`src/rtl/pg_pkg.sv`:
```
package pg_pkg;
    parameter int unsigned PG_WIDTH_DEF = 16;
    parameter int unsigned PG_GROUPS_DEF = 4;

    typedef enum logic [1:0] {
        PG_HOLD  = 2'd0,
        PG_LOAD  = 2'd1,
        PG_UPSET = 2'd2
    } pg_op_e;
endpackage

```
`src/rtl/pg_parity_calc.sv`:
```
module pg_parity_calc #(
    parameter int unsigned W = 16
) (
    input  logic [W-1:0] bits_i,
    output logic         odd_o
);
    assign odd_o = ^bits_i;
endmodule

```
`src/rtl/pg_group.sv`:
```
module pg_group
    import pg_pkg::*;
#(
    parameter int unsigned W = PG_WIDTH_DEF
) (
    input  logic         clk,
    input  logic         rst_n,
    input  logic         load_i,
    input  logic [W-1:0] din_i,
    input  logic [W:0]   flip_i,
    output logic [W-1:0] dout_o,
    output logic         fault_o
);
    typedef struct packed {
        logic [W-1:0] data;
        logic         par;
        logic         fault;
    } grp_st_t;

    grp_st_t st_d, st_q;
    pg_op_e  op;
    logic    new_par;
    logic    held_par;
    logic    mismatch;

    pg_parity_calc #(.W(W)) wr_calc_i (.bits_i(din_i),      .odd_o(new_par));
    pg_parity_calc #(.W(W)) rd_calc_i (.bits_i(st_q.data),  .odd_o(held_par));

    always_comb begin
        mismatch = held_par ^ st_q.par;
        if (load_i)            op = PG_LOAD;
        else if (|flip_i)      op = PG_UPSET;
        else                   op = PG_HOLD;

        st_d       = st_q;
        st_d.fault = mismatch;
        unique case (op)
            PG_LOAD: begin
                st_d.data = din_i ^ flip_i[W-1:0];
                st_d.par  = new_par ^ flip_i[W];
            end
            PG_UPSET: begin
                st_d.data = st_q.data ^ flip_i[W-1:0];
                st_d.par  = st_q.par ^ flip_i[W];
            end
            default: ;
        endcase
    end

    always_ff @(posedge clk or negedge rst_n) begin
        if (!rst_n) st_q <= '0;
        else        st_q <= st_d;
    end

    assign dout_o  = st_q.data;
    assign fault_o = st_q.fault;


    hold_stable_chk: assert property (@(posedge clk) disable iff (!rst_n)
        (!load_i && flip_i == '0) |=> $stable(dout_o));


    odd_upset_seen_chk: assert property (@(posedge clk) disable iff (!rst_n)
        (!load_i && !mismatch && ($countones(flip_i) % 2 == 1)) |=> ##1 fault_o);


    clean_load_clears_chk: assert property (@(posedge clk) disable iff (!rst_n)
        (load_i && flip_i == '0) |=> ##1 !fault_o);


    even_upset_silent_chk: assert property (@(posedge clk) disable iff (!rst_n)
        (!load_i && !mismatch && flip_i != '0 && ($countones(flip_i) % 2 == 0)) |=> ##1 !fault_o);
endmodule

```
`src/rtl/pg_fault_merge.sv`:
```
module pg_fault_merge #(
    parameter int unsigned N = 4
) (
    input  logic [N-1:0] flags_i,
    output logic         any_o
);
    always_comb begin
        any_o = 1'b0;
        for (int i = 0; i < N; i++) any_o = any_o | flags_i[i];
    end
endmodule

```
`src/rtl/pg_guard_unit.sv`:
```
module pg_guard_unit
    import pg_pkg::*;
#(
    parameter int unsigned W    = PG_WIDTH_DEF,
    parameter int unsigned NGRP = PG_GROUPS_DEF
) (
    input  logic                  clk,
    input  logic                  rst_n,
    input  logic [NGRP-1:0]       load_en,
    input  logic [NGRP*W-1:0]     din,
    input  logic [NGRP*(W+1)-1:0] flip,
    output logic [NGRP*W-1:0]     dout,
    output logic [NGRP-1:0]       grp_fault,
    output logic                  unit_fault
);
    localparam int unsigned FW = W + 1;

    for (genvar g = 0; g < NGRP; g++) begin : g_grp
        pg_group #(.W(W)) grp_i (
            .clk     (clk),
            .rst_n   (rst_n),
            .load_i  (load_en[g]),
            .din_i   (din[g*W +: W]),
            .flip_i  (flip[g*FW +: FW]),
            .dout_o  (dout[g*W +: W]),
            .fault_o (grp_fault[g])
        );


        load_lands_chk: assert property (@(posedge clk) disable iff (!rst_n)
            (load_en[g] && flip[g*FW +: FW] == '0) |=> (dout[g*W +: W] == $past(din[g*W +: W])));
    end

    pg_fault_merge #(.N(NGRP)) merge_i (
        .flags_i (grp_fault),
        .any_o   (unit_fault)
    );


    unit_idle_chk: assert property (@(posedge clk) disable iff (!rst_n)
        (grp_fault == '0) |-> !unit_fault);
endmodule

```
`config.mk`:
```
export PLATFORM = sky130hd
export DESIGN_NAME = pg_guard_unit
export DESIGN_NICKNAME = d
export VERILOG_FILES = /design/src/rtl/pg_pkg.sv /design/src/rtl/pg_parity_calc.sv /design/src/rtl/pg_group.sv /design/src/rtl/pg_fault_merge.sv /design/src/rtl/pg_guard_unit.sv
export SDC_FILE = /design/constraint.sdc
export NUM_CORES = 1
export LEC_CHECK = 0
export ABC_CLOCK_PERIOD_IN_PS = 3650
export BUFFER_PORTS_ARGS = -buffer_cell sky130_fd_sc_hd__buf_2
export CORE_MARGIN = 1.5
export CORE_UTILIZATION = 53
export CTS_CLUSTER_SIZE = 30
export DETAILED_ROUTE_END_ITERATION = 8
export PLACE_DENSITY = 0.87
export SYNTH_ARGS = -nofsm -noshare
export SYNTH_HDL_FRONTEND = slang
export SYNTH_SLANG_ARGS = --single-unit
```
`constraint.sdc`:
```
create_clock -name clk -period 3.65 [get_ports clk]
set_clock_uncertainty 0.1 [all_clocks]
set_input_delay 0.1825 -clock clk [delete_from_list [all_inputs] [get_ports clk]]
set_output_delay 0.1825 -clock clk [all_outputs]
set_load 0.01 [all_outputs]
```
# Word-level counts from Yosys, hierarchy flattened
# Cells that the tools add are included.
# word_totals
reg_bits	72
# op_classes
n_eq_ne	8
mux	12
n_bitwise	23
reduce_logical	16
# op_table
op	n
$pmux 17 s2	4
$reduce_xor 16->1	8
$xor 16x16->16	8
$reduce_or 17->1	4
$mux 2	8
$xor 1x1->1	12
$eq 2x1->1 const B	4
$eq 2x2->1 const B	4
$reduce_bool 2->1	4
$or 1x1->1	3

# Logic depth before layout (Yosys ltp)
# logic_depth
ltp_word	5
mapped_depth	6

# Modules after synthesis
# From an unflattened synthesis, not the netlist that was laid out.
# unflattened
hier_cells	405
hier_area_um2	4777.1
# modules_own_cells
module	n_inst	cells_each	area_per_inst_um2	seq_area_each_um2
pg_group	4	71	929.6	450.4
pg_parity_calc	8	15	131.4	0.0
pg_fault_merge	1	1	7.5	0.0

# Worst setup path before layout
# OpenSTA, ideal clock, no wires.
# synth_timing
kind	input to register
startpoint	in flip[43]
endpoint	reg g_grp[2].grp_i.st_q, in the netlist g_grp[2].grp_i.dout_o[4]
t_arrival_ps	1184
required_ps	3423
slack_ps	2238
stages	6
cell_sequence	nor4_1 > nand4_1 > o41ai_2 > buf_2 > a21o_2 > a21oi_1
# synth_via
elab_chain_cells	5
# synth_lines
item	line	text
from (decl)	pg_guard_unit.sv:11	input logic [NGRP*(W+1)-1:0] flip,
$reduce_or 17->1 (*)	pg_group.sv:32	else if (|flip_i) op = PG_UPSET;
$mux 2 (*)	pg_group.sv:32	
$mux 2 (*)	pg_group.sv:31	if (load_i) op = PG_LOAD;
$eq 2x2->1 or $eq 2x1->1 (tied branches)	pg_group.sv:37	unique case (op)
$pmux 17 s2 or $reduce_bool 2->1 (tied branches)	--	
to (signal assigned)	pg_group.sv:52	else st_q <= st_d;
to (decl)	pg_group.sv:20	grp_st_t st_d, st_q;
# Mark *: on every way between the ends. The rest lies on a longest branch, timed or not.
# A chain may end at the register's enable or synchronous reset.

# Final worst setup path
# layout_timing
startpoint	in flip[39]
endpoint	reg g_grp[2].grp_i.st_q, in the netlist g_grp[2].grp_i.dout_o[10]
# Same word-level chain as after synthesis.

==> results.yml <==
min_path:
  hold_class: "in -> reg"
timing:
  setup-tns-final_ps: 0
  fin_crit_sh_pct: 67.7
  relSlewSlack_pct: 30.9
  max_freq_mhz: 404
  hold_viol_final: 0
  post-route-min-period_ps: 2470
  rsz0062_at_grt: "false"
  slew_viol_final: 0
  worst_slack_ps: 1180
  finalSetupViolations: 0
  worst_pin_slew_ps: 1020
placement:
  io_buffer_count: 206
  place_hpwl_mm: 9.25
  place_congestion: 0.889
  place_ws_ps: 1410
synth:
  synthFlopType: "dfrtp_1"
  yosysWarnings: 0
  synth_area_um2: 5000
  syn_inst: 471
  synthDistinctLibCells: 27
  avgSynthCellArea_um2: 10.6
  yosysMostFrequentCell: "xnor2_1"
  synth_area_leader_cell: "dfrtp_1"
  syn_nets: 609
  netlist_top_cells_area: "dfrtp_1, xnor2_1, buf_4, mux2i_1, xor2_1"
  ys_top_cells_by_count: "xnor2_1, dfrtp_1, buf_4"
  ys_ff_latch: 72
  synth_edf_count: 0
  yosysTopAreaCellShare_pct: 36.0
  ys_seq_area_share_pct: 36.0
  async_reset_ff_share_pct: 100
status:
  outcome: "finished clean"
setup_path:
  cp.required_ps: 3760
  crit_path_max_fanout: 11
  cp.arrival_ps: 2580
  critPathLaunchType: "input port"
  path_class: "in -> reg"
  critPathCaptureType: "flip-flop"
routing:
  vias: 4239
  routed_wirelength_mm: 13.9
  antenna_left: 0
  drtPass1Iterations: 4
  post-route-drc-count: 0
  post_drt_wl_per_cell_um: 17.4
  initialDrtViolationCount: 124
  vias_per_cell: 5.31
floorplanning:
  core.rowCount: 35
  die_x_um: 100
  core_area_um2: 9200
  ios: 207
  die_h_um: 100
  initial_core_util_pct: 54.4
  die-area_um2: 10000
run:
  cap_viol_max_count: 0
clock_network:
  cts.clk_slew.worst_paths_ps: 80
  numCtsBuffers: 9
  clk_latency_ps: 340
  clock_sinks: 72
  cts_repair_resize_count: 0
  htreeDepth: 3
  cts_root_buffer: "clkbuf_8"
  cts.path.max_buffers: 2
  cts_tree: "built"
global_routing:
  gr-usage-all-layers_pct: 28.1
  grt_pass1_wl_mm: 21.7
  grt_max_degree: 73
  antenna_found_initial: 0
  globalRouteMet2Util_pct: 53.5
  use_met3_pct: 5.64
  grt_pass1_vias: 4588
  grt_most_used_layer: "met2"
  grt_overflow: 0
  met1_usage_pct: 29.4
power:
  leakage_uw: 0.00291
  peakVddDrop_mv: 0.289
  powerDensity_nw_per_um2: 504
layout:
  syn2layout_area_growth_pct: 30.4
  seq_area_um2: 1800
  drive_gt1_share_pct: 32.6
  nets: 821
  fillers: 650
  diodes: 0
  multiInputGateArea_um2: 2630
metrics by stage:
| step | util (%) | cell area (µm²) | cells | total power (µW) | hold slack [ps] |
|---|---|---|---|---|---|
| floorplan | - | 5000 | 471 | 2410 | -213 |
| global placement | 61.0 | 5610 | 709 | 2630 | 262 |
| detailed placement | 61.0 | 5610 | 709 | 2670 | 268 |
| CTS | 70.9 | 6520 | 799 | 3300 | 4.95 |
| global route | 70.9 | 6520 | 799 | 3500 | 9.86 |
| finish | 70.9 | 6520 | 799 | 3290 | 21.5 |
critical path, cell delays in order:
cell and delay, ps:
dlygate4sd3_1 540, buf_2 140, nor4_1 390, nand4_1 180, o41ai_2 840, a21o_1 230
a21oi_1 60
flip-flops by register name, indices dropped and copies added, names as in the netlist:
| register | flops |
|---|---|
| g_grp.grp_i.fault_o | 4 |
| g_grp.grp_i.dout_o | 64 |
| g_grp.grp_i.st_q | 4 |
logic make-up (layout without fill, tap and decap cells):
family	Yosys count	after routing	synth area share, %
AOI/OAI and AO/OA	55	55	7.68
xor gates and xnor gates	173	173	30.3
buffers and inverters	81	298	11.4
DFF	72	72	36.0
muxes	50	50	10.0
and+or+nand+nor	40	40	4.63
layer usage:
| layer | vias to the layer above | wire, µm | share of wire, % |
|---|---|---|---|
| met3 | 56 | 757 | 5.5 |
| met4 | 0 | 546 | 3.9 |
| met2 | 204 | 7490 | 54 |
| met5 | - | 0 | 0 |
| li1 | 1962 | - | - |
| met1 | 2017 | 5080 | 37 |
cell type report:
class,instances,area share [%]
tap,111,2.13
multi-input combinational,318,40.3
sequential,72,27.6
inverter,2,0.115
clock buffer,9,1.90
timing repair buffer,280,27.2
clock inverter,7,0.710
worst paths after layout:
kind / cells after the start / from / slack [ps] / end
worst max-delay path: 7 / flip[39] / 1180 / g_grp[2].grp_i.dout_o[10]
worst min-delay path: 3 / flip[50] / 20 / g_grp[2].grp_i.st_q[1]
worst max register to register: 4 / g_grp[2].grp_i.dout_o[2] / 1900 / g_grp[2].grp_i.dout_o[2]
worst min register to register: 2 / g_grp[1].grp_i.st_q[1] / 520 / g_grp[1].grp_i.st_q[1]
max in group asynchronous: 2 / rst_n / 2440 / g_grp[1].grp_i.dout_o[5]
min in group asynchronous: 2 / rst_n / 410 / g_grp[2].grp_i.dout_o[7]
layout by cell type (no fill, tap or decap), drive strengths merged:
cell type and n:
nand4 3, o21bai 2, a21o 10, o41ai 3, nand3 6, buf 206
clkinv 3, nor2b 10, a21oi 14, clkinvlp 3, nor2 5, or3 6
clkbuf 9, xnor2 158, xor2 15, mux2i 50, or4 1, a31oi 6
o21ai 3, o311ai 6, a211oi 10, dlygate4sd3 74, a211o 1, inv 3
dfrtp 72, nor4 9
report_power, final:
part           total [µW]  internal, µW  switching, µW
combinational        1590           851            734
clock                 545           245            300
sequential           1160           984            173
total                3290          2080           1210
repair_timing:
item / in CTS / in global routing
hold endpoints to repair: 139 / 0
hold buffers: 74 / 0
buffers inserted: 0 / 0
Note: power is estimated with default switching activity, not from simulation.
